`src/rtl/guard_pkg.sv`:
```
package guard_pkg;
  typedef enum logic [2:0] {
    OP_PROG    = 3'd0,
    OP_ERASE   = 3'd1,
    OP_CHIP    = 3'd2,
    OP_SETLK   = 3'd3,
    OP_CLRLK   = 3'd4,
    OP_SETPERM = 3'd5,
    OP_READID  = 3'd6
  } opE;

  typedef struct packed {
    logic volt;
    logic prot;
    logic erase;
    logic prog;
  } flagT;

  typedef struct packed {
    logic setOne;
    logic clrAll;
    logic setPerm;
  } strobeT;
endpackage

```
`src/rtl/guard_data.sv`:
```
module guard_data
  import guard_pkg::*;
#(
  parameter int ADDR_W  = 20,
  parameter int SMALL_W = 12,
  parameter int MAIN_W  = 15,
  parameter int N_SMALL = 8,
  parameter int N_BOOT  = 2,
  parameter int N_BLK   = 39,
  parameter int IDX_W   = 6
) (
  input  logic              clk,
  input  logic              porN,
  input  logic [ADDR_W-1:0] reqAddr,
  input  logic              wpN,
  input  strobeT            strb,
  output logic [N_BLK-1:0]  lockVec,
  output logic              permBit,
  output logic              blkLocked,
  output logic              blkLockBit,
  output logic              allLocked,
  output logic              offTwo,
  output logic              permHit
);
  localparam int SEL_W = ADDR_W - MAIN_W;

  logic [SEL_W-1:0] mainSel;
  logic [IDX_W-1:0] blkIdx;
  logic [N_BLK-1:0] effLock;

  assign mainSel = reqAddr[ADDR_W-1:MAIN_W];

  always_comb begin
    if (mainSel == '0) begin
      blkIdx = IDX_W'(reqAddr[MAIN_W-1:SMALL_W]);
      offTwo = (reqAddr[SMALL_W-1:0] == SMALL_W'(2));
    end else begin
      blkIdx = IDX_W'(N_SMALL - 1) + IDX_W'(mainSel);
      offTwo = (reqAddr[MAIN_W-1:0] == MAIN_W'(2));
    end
  end

  assign permHit = (reqAddr == ADDR_W'(3));

  // Effective lock: boot blocks also follow the write-protect pin
  for (genvar g = 0; g < N_BLK; g++) begin : gEff
    if (g < N_BOOT) begin : gBoot
      assign effLock[g] = lockVec[g] | ~wpN;
    end else begin : gPlain
      assign effLock[g] = lockVec[g];
    end
  end

  assign blkLocked  = effLock[blkIdx];
  assign blkLockBit = lockVec[blkIdx];
  assign allLocked  = &effLock;

  // Protection state: cleared only by power-on initialisation
  always_ff @(posedge clk or negedge porN) begin
    if (!porN) begin
      lockVec <= '0;
      permBit <= 1'b0;
    end else begin
      if (strb.clrAll)      lockVec         <= '0;
      else if (strb.setOne) lockVec[blkIdx] <= 1'b1;
      if (strb.setPerm)     permBit         <= 1'b1;
    end
  end
endmodule

```
`src/rtl/guard_ctrl.sv`:
```
module guard_ctrl
  import guard_pkg::*;
(
  input  logic       clk,
  input  logic       rstN,
  input  logic       reqValid,
  input  logic [2:0] reqOp,
  input  logic       vppOk,
  input  logic       blkLocked,
  input  logic       blkLockBit,
  input  logic       allLocked,
  input  logic       permBit,
  input  logic       offTwo,
  input  logic       permHit,
  output strobeT     strb,
  output logic       respValid,
  output logic       respPass,
  output flagT       respFlags,
  output logic       respId
);
  opE   op;
  flagT flg;
  logic idBit;
  logic progKind;
  logic live;

  assign op       = opE'(reqOp);
  assign live     = reqValid & rstN;
  assign progKind = (op == OP_PROG) || (op == OP_SETLK) || (op == OP_SETPERM);

  always_comb begin
    flg   = '0;
    strb  = '0;
    idBit = 1'b0;
    if (live) begin
      if (op == OP_READID) begin
        idBit = permHit ? permBit : (offTwo & blkLockBit);
      end else if (op != opE'(3'd7)) begin
        if (!vppOk) begin
          flg.volt  = 1'b1;
          flg.prog  = progKind;
          flg.erase = ~progKind;
        end else begin
          unique case (op)
            OP_PROG:    if (blkLocked) begin flg.prot = 1'b1; flg.prog  = 1'b1; end
            OP_ERASE:   if (blkLocked) begin flg.prot = 1'b1; flg.erase = 1'b1; end
            OP_CHIP:    if (allLocked) begin flg.prot = 1'b1; flg.erase = 1'b1; end
            OP_SETLK:   if (permBit)   begin flg.prot = 1'b1; flg.prog  = 1'b1; end
                        else strb.setOne = 1'b1;
            OP_CLRLK:   if (permBit)   begin flg.prot = 1'b1; flg.erase = 1'b1; end
                        else strb.clrAll = 1'b1;
            OP_SETPERM: strb.setPerm = 1'b1;
            default:    ;
          endcase
        end
      end
    end
  end

  always_ff @(posedge clk or negedge rstN) begin
    if (!rstN) begin
      respValid <= 1'b0;
      respPass  <= 1'b0;
      respFlags <= '0;
      respId    <= 1'b0;
    end else begin
      respValid <= live;
      respPass  <= live & (flg == '0);
      respFlags <= flg;
      respId    <= idBit;
    end
  end
endmodule

```
`src/rtl/blk_guard.sv`:
```
module blk_guard
  import guard_pkg::*;
#(
  parameter int ADDR_W  = 20,
  parameter int SMALL_W = 12,
  parameter int MAIN_W  = 15,
  parameter int N_BOOT  = 2
) (
  input  logic              clk,
  input  logic              rstN,
  input  logic              porN,
  input  logic              reqValid,
  input  logic [2:0]        reqOp,
  input  logic [ADDR_W-1:0] reqAddr,
  input  logic              wpN,
  input  logic              vppOk,
  output logic              respValid,
  output logic              respPass,
  output logic [3:0]        respFlags,
  output logic              respId
);
  localparam int N_SMALL = 1 << (MAIN_W - SMALL_W);
  localparam int N_MAIN  = (1 << (ADDR_W - MAIN_W)) - 1;
  localparam int N_BLK   = N_SMALL + N_MAIN;
  localparam int IDX_W   = $clog2(N_BLK);

  strobeT           strb;
  flagT             flg;
  logic [N_BLK-1:0] lockVec;
  logic permBit, blkLocked, blkLockBit, allLocked, offTwo, permHit;

  guard_data #(
    .ADDR_W(ADDR_W), .SMALL_W(SMALL_W), .MAIN_W(MAIN_W), .N_SMALL(N_SMALL),
    .N_BOOT(N_BOOT), .N_BLK(N_BLK), .IDX_W(IDX_W)
  ) u_data (
    .clk(clk), .porN(porN), .reqAddr(reqAddr), .wpN(wpN), .strb(strb),
    .lockVec(lockVec), .permBit(permBit), .blkLocked(blkLocked),
    .blkLockBit(blkLockBit), .allLocked(allLocked), .offTwo(offTwo),
    .permHit(permHit)
  );

  guard_ctrl u_ctrl (
    .clk(clk), .rstN(rstN), .reqValid(reqValid), .reqOp(reqOp), .vppOk(vppOk),
    .blkLocked(blkLocked), .blkLockBit(blkLockBit), .allLocked(allLocked),
    .permBit(permBit), .offTwo(offTwo), .permHit(permHit), .strb(strb),
    .respValid(respValid), .respPass(respPass), .respFlags(flg), .respId(respId)
  );

  assign respFlags = flg;
endmodule

```
`config.mk`:
```
export PLATFORM = sky130hd
export DESIGN_NAME = blk_guard
export DESIGN_NICKNAME = d
export VERILOG_FILES = /design/src/rtl/guard_pkg.sv /design/src/rtl/guard_data.sv /design/src/rtl/guard_ctrl.sv /design/src/rtl/blk_guard.sv
export SDC_FILE = /design/constraint.sdc
export NUM_CORES = 1
export LEC_CHECK = 0
export ABC_AREA = 1
export BUFFER_PORTS_ARGS = -buffer_cell sky130_fd_sc_hd__buf_2
export CORE_ASPECT_RATIO = 1.1
export CORE_MARGIN = 2
export CORE_UTILIZATION = 24
export DETAILED_ROUTE_END_ITERATION = 8
export REMOVE_ABC_BUFFERS = 1
export SLEW_MARGIN = 40
export SYNTH_ARGS = -nofsm -noshare
export SYNTH_HDL_FRONTEND = slang
export SYNTH_SLANG_ARGS = --single-unit
```
`constraint.sdc`:
```
create_clock -name clk -period 2 [get_ports clk]
set_clock_uncertainty 0.05 [all_clocks]
set_input_delay 0.2 -clock clk [delete_from_list [all_inputs] [get_ports clk]]
set_output_delay 0.2 -clock clk [all_outputs]
set_load 0.01 [all_outputs]
```
==> metrics.md, run 1 <==
| Metric | Value |
|---|---|
| Total gr overflow | 0 |
| Die Y | 121.6 um |
| Reg clk slew, reported paths | 0.06 ns |
| Total CTS buffers | 5 |
| DR pass1 iterations | 4 |
| DP Cell Count | 665 |
| Syn Inst Count | 434 |
| CP max stage cell | buf_6 |
| Core ar. | 12140 um2 |
| Yosys Warn Count | 0 |
| Initial Utilization | 24.86% |
| Antenna cells | 0 |
| CP peak stage delay | 0.18 ns |
| RSZ-0062 raised after global routing | yes |
| Total GRT Usage | 12.89% |
| Max_slew headroom | 68.99% |
| Worst slew pin tran | 0.4652 ns |
| Antenna Violating Nets Remaining | 0 |
| Vias | 3061 |
| Peak supply drop | 0.2964 mV |
| Status | completed |
| Synth top cells by count | 131 x nand2_1, 70 x inv_1, 47 x dfrtp_1 |
| Port Buffers | 35 |
| Crit path max fanout | 5 |
| Yosys top cell area share | 38.97% |
| Clk_lat worst skew | 0.29 ns |
| Placer congestion estimate | 0.8926 |
| Layout area overhead | 33.91% |
| Crit Path Class | in2reg |
| Hpwl dp | 6644 um |
| I/O Pins | 36 |
| Largest net degree at the start of global routing | 40 |
| Fin nets | 554 |
| Clk buf depth | 2 |
| Crit. End Element | flip-flop |
| Syn avg cell area | 6.954 um2 |
| Final Hold Violating Endpoints | 0 |
| CTS tree | done |
| Max cap viols | 0 |
| Bufs and invs on worst path | 5 |
| CTS H-tree depth | 2 |
| Synth Cell Area | 3018 um2 |
| Post-place setup slack | -0.2739 ns |
| FF+latch count, synth | 47 |
| WP data required | 2.13 ns |
| Most frequent cell after synthesis | nand2_1 |
| First-pass GRT wire length | 14320 um |
| Worst setup SP type | primary input |
| Critical Path, Cell by Cell | buf_8 > inv_4 > ha_4 > inv_4 > nor2_8 > buf_6 > nand3_4 > buf_6 > nand3_2 > nand2_1 > nand2_1 > nand2_1 > nand2_1 > nand2_1 > nand2_1 > nand2_1 > nand2_2 > nand4_1 > nand2_1 > nand2_2 > nand2_1 > nor2_1 |
| Post-synth cell types | 32 |
| Most frequent CP cell | nand2_1 |
| Vias in the first global route | 3087 |
| Sequential area share after synthesis | 38.97% |
| Leakage power | 2.140 nW |
| Initial antenna violation count | 0 |
| Non-filler cells, final | 679 |
| Final setup fails | 0 |
| Slew Viols, Final | 0 |
| Dominant cell type by area after synthesis | dfrtp_1 |
| Area of the multi-input gates | 1605 um2 |
| Top FF cell, synth | dfrtp_1 |
| Num rows | 42 |
| WL/cell | 12.54 um |
| Die Footprint | 13490 um2 |
| Width of the die | 110.9 um |
| Register Area | 1176 um2 |
| Post-synth EDFFs | 0 |
| DR DRC count | 0 |
| Top delay family on crit path | simple AND/OR/NAND/NOR gates |
| Period Utilization, post-route | 95.10% |
| Pwr Density | 549.3 nW/um2 |
| Fill cells | 1278 |
| Final WL | 8518 um |
| Root Buffer | clkbuf_16 |
| DRT iter0 DRCs | 182 |
| Max frequency | 525.8 MHz |
| Clk sinks | 47 |
| Synth top area cells | dfrtp_1 39%, nand2_1 16%, inv_1 8.7% |
| Tmin final | 1.902 ns |
| Final worst slack | 0.09805 ns |
| Hold Path Class | in2reg |
| Critical Path AT | 2.03 ns |
| Share of layout cells above drive strength 1 | 24.95% |
| Asr flop ratio synth | 100.0% |
| Total negative setup slack | 0 ns |
| Vias per inst | 4.508 |
[report_power, final]
| group | internal, mW | switching (mW) | total, mW |
|---|---|---|---|
| clock | 0.462 | 0.356 | 0.818 |
| combinational | 0.182 | 0.253 | 0.436 |
| sequential | 0.962 | 0.00411 | 0.967 |
[placed cells by master (no fill, tap or decap), types with 6 or more instances in the layout]
master / instances
buf_2: 33
buf_4: 50
nor2_1: 29
nand2_1: 128
a21oi_1: 42
nand3_1: 41
inv_1: 68
nand4_1: 11
dfrtp_1: 47
nand2_2: 6
nor3_1: 10
nor4_1: 6
[routing by layer]
metal  routed length, um  GRT usage [%]  up-vias
met1                3746          15.79     1406
met2                4156          22.89       75
met4                 181          4.141        0
met3                 434          2.587       13
met5                   0              0        -
li1                    -              -     1567
[worst reg2reg max path: cells and delay by family, from the launching register on]
family | cells | cell delay, ns
buf+inv | 3 | 0.27
simple gates | 6 | 0.77
flops | 1 | 0.33
compound gates | 2 | 0.23
[metrics by stage]
stage	power (mW)	cell area, um2	util [%]	hold slack [ns]
floorplan	1.176	2957	-	-0.1456
global placement	1.380	3732	30.75	0.06457
detailed placement	1.383	3732	30.75	0.07441
CTS	2.209	3894	32.08	0.07577
global route	2.325	4041	33.29	0.1001
finish	2.220	4041	33.29	0.07819
[area by class of cell]
cell class | count | share of cell area, %
clock buffer | 6 | 3.189
sequential | 47 | 29.10
inverter | 71 | 6.780
tap | 154 | 4.768
timing repair buffer | 92 | 16.13
clock inverter | 2 | 0.3096
multi-input combinational | 307 | 39.72
[cells by family (layout without fill, tap and decap cells)]
family                   after synthesis  count (layout)  share of synthesized area (%)
AND/OR/NAND/NOR                      252             253                          39.55
buffers and inverters                 81             171                          10.86
AO/OA/AOI/OAI                         52              52                          9.909
flip-flops                            47              47                          38.97
adder cells (fa/ha/maj)                1               1                         0.4145
XOR/XNOR                               1               1                         0.2903
[registers in the layout, indices dropped and copies added, names as in the netlist]
signal	cells
u_ctrl.respFlags	4
u_ctrl.respId	1
u_ctrl.respPass	1
u_ctrl.respValid	1
u_data.lockVec	39
u_data.permBit	1
[timing repair]
item / CTS / global route
setup endpoints to repair: 0 / 14
hold buffers: 2 / 0
hold endpoints to repair: 27 / 0
setup buffers: 0 / 3
resized for setup: 0 / 27
[path summary, 6_finish.rpt]
kind                            cells past startpoint                      startpoint                             to  slack (ns)
worst max-delay path                               22                     reqAddr[16]      u_ctrl.respPass$_DFF_PN0_         0.1
worst min-delay path                                2                           vppOk  u_ctrl.respFlags[3]$_DFF_PN0_        0.08
worst max register to register                     11  u_data.lockVec[15]$_DFFE_PN0P_  u_ctrl.respFlags[1]$_DFF_PN0_        0.28
worst min register to register                      2   u_data.lockVec[2]$_DFFE_PN0P_  u_data.lockVec[2]$_DFFE_PN0P_        0.47
max in group asynchronous                           3                            porN  u_data.lockVec[7]$_DFFE_PN0P_        0.93
min in group asynchronous                           3                            rstN  u_ctrl.respFlags[3]$_DFF_PN0_        0.30
Power figures use the tool's default switching activity.
==> run 2, diff against run 1 <==
Clock period 2 ns to 2.2 ns, I/O delays scaled along.
==> metrics.md, run 2 (same netlist as run 1, synthesis figures left out) <==
| Metric | Value |
|---|---|
| Largest register FFs | 39 |
| Register Area | 1176 um2 |
| Final setup fails | 0 |
| CP max stage cell | ha_2 |
| Total gr overflow | 0 |
| Antenna cells | 0 |
| Bufs and invs on worst path | 5 |
| Final WL | 8288 um |
| Status | completed |
| I/O Pins | 36 |
| Slew Viols, Final | 0 |
| Worst reg2reg setup slack | 0.40 ns |
| Vias per inst | 4.554 |
| Hold Path Class | in2reg |
| Clk_lat worst skew | 0.29 ns |
| Tmin final | 2.024 ns |
| Total GRT Usage | 12.70% |
| Area of the multi-input gates | 1553 um2 |
| Total CTS buffers | 5 |
| Width of the die | 110.9 um |
| Number of setup buffers added after CTS | 0 |
| Max frequency | 494.0 MHz |
| Reg clk slew, reported paths | 0.06 ns |
| Clk sinks | 47 |
| Layout area overhead | 28.69% |
| WP data required | 2.32 ns |
| Total chip power | 2.132 mW |
| Most common cell after layout, fill and taps aside | nand2_1 |
| Critical Path, Cell by Cell | buf_2 > inv_1 > ha_2 > inv_2 > nor2_8 > buf_4 > nand3_4 > buf_4 > nand3_1 > nand2_1 > nand2_1 > nand2_1 > nand2_1 > nand3_1 > nand3_1 > nand4_1 > nand2_1 > nand2_1 > nand2_1 > nor2_1 |
| Max cap viols | 0 |
| Vias in the first global route | 3077 |
| Core ar. | 12140 um2 |
| Final worst slack | 0.1756 ns |
| Root Buffer | clkbuf_16 |
| Die Footprint | 13490 um2 |
| Port Buffers | 35 |
| Fin nets | 539 |
| Crit path max fanout | 4 |
| Highest-count cells in the layout ignoring fill and taps | 129 x nand2_1, 70 x inv_1, 47 x dfrtp_1 |
| Share of layout cells above drive strength 1 | 21.57% |
| Top delay family on crit path | simple AND/OR/NAND/NOR gates |
| Biggest register | u_data.lockVec |
| Peak supply drop | 0.3727 mV |
| Largest net degree at the start of global routing | 41 |
| Vias | 3024 |
| WL/cell | 12.48 um |
| CTS H-tree depth | 2 |
| Worst setup SP type | primary input |
| Post-place setup slack | -0.1239 ns |
| Initial antenna violation count | 0 |
| DR pass1 iterations | 5 |
| DRT iter0 DRCs | 188 |
| Hpwl dp | 6594 um |
| Antenna Violating Nets Remaining | 0 |
| RSZ-0062 raised after global routing | no |
| Pwr Density | 548.9 nW/um2 |
| Num rows | 42 |
| Largest regs | u_data.lockVec: 39 flops, u_ctrl.respFlags: 4 flops |
| CTS tree | done |
| DR DRC count | 0 |
| Most frequent CP cell | nand2_1 |
| Worst slew pin tran | 0.5022 ns |
| Fill cells | 1291 |
| Crit Path Class | in2reg |
| CP peak stage delay | 0.19 ns |
| First-pass GRT wire length | 14140 um |
| Period Utilization, post-route | 92.02% |
| Initial Utilization | 24.86% |
| Placer congestion estimate | 0.9034 |
| Final Hold Violating Endpoints | 0 |
| Critical Path AT | 2.15 ns |
| Max_slew headroom | 66.52% |
| Leakage power | 2.068 nW |
| Crit. End Element | flip-flop |
| Die Y | 121.6 um |
| Clk buf depth | 2 |
==> run 2: worst paths after layout <==
kind                            cells past startpoint                           start                              to
max in group asynchronous                           2                            porN  u_data.lockVec[14]$_DFFE_PN0P_
min in group asynchronous                           3                            rstN   u_ctrl.respFlags[0]$_DFF_PN0_
worst min register to register                      2   u_data.lockVec[2]$_DFFE_PN0P_   u_data.lockVec[2]$_DFFE_PN0P_
worst max register to register                     11  u_data.lockVec[15]$_DFFE_PN0P_   u_ctrl.respFlags[1]$_DFF_PN0_
worst max-delay path                               20                     reqAddr[15]       u_ctrl.respPass$_DFF_PN0_
worst min-delay path                                2                           vppOk   u_ctrl.respFlags[3]$_DFF_PN0_
==> run 2: cell type report <==
| type | instances | share of cell area (%) |
|---|---|---|
| sequential | 47 | 30.28 |
| clock inverter | 2 | 0.9987 |
| multi-input combinational | 306 | 39.98 |
| timing repair buffer | 78 | 13.34 |
| inverter | 71 | 6.862 |
| tap | 154 | 4.961 |
| clock buffer | 6 | 3.576 |
==> run 2: stage by stage <==
| step | cell area (um2) | setup TNS, ns | utilization, % | instances | hold slack (ns) |
|---|---|---|---|---|---|
| after CTS | 3850 | 0 | 31.72 | 664 | 0.1047 |
| after global placement | 3650 | -0.2873 | 30.07 | 654 | 0.08487 |
| after global routing | 3884 | 0 | 31.99 | 664 | 0.1221 |
| after floorplan | 2957 | -24.77 | - | 424 | -0.1256 |
| final | 3884 | 0 | 31.99 | 664 | 0.1033 |
| after detailed placement | 3652 | -0.4373 | 30.09 | 654 | 0.09121 |
==> run 2: worst register-to-register path: cells and delay by family, from the launching register on <==
family                 cells  cell delay, ns
buffers and inverters      3            0.28
flip-flops                 1            0.32
AO/OA/AOI/OAI              2            0.23
AND/OR/NAND/NOR            6            0.84
==> run 2: per-layer routing <==
metal  wire length [um]  vias to the layer above  GRT usage (%)  share of wire (%)
met5                  0                        -              0                  0
li1                   -                     1529              -                  -
met4                205                        0          4.219                2.5
met3                388                       14          2.239                4.7
met1               3671                     1396          15.79                 44
met2               4022                       85          22.43                 49
==> run 2: repair_timing <==
item | CTS | global route
resized for setup | 0 | 8
hold buffers | 2 | 0
setup endpoints to repair | 0 | 35
hold endpoints to repair | 47 | 0
==> run 2: where the power goes <==
group	switching, mW	internal [mW]
Combinational	0.219	0.138
Clock	0.324	0.571
Sequential	0.00390	0.875
Total	0.547	1.58
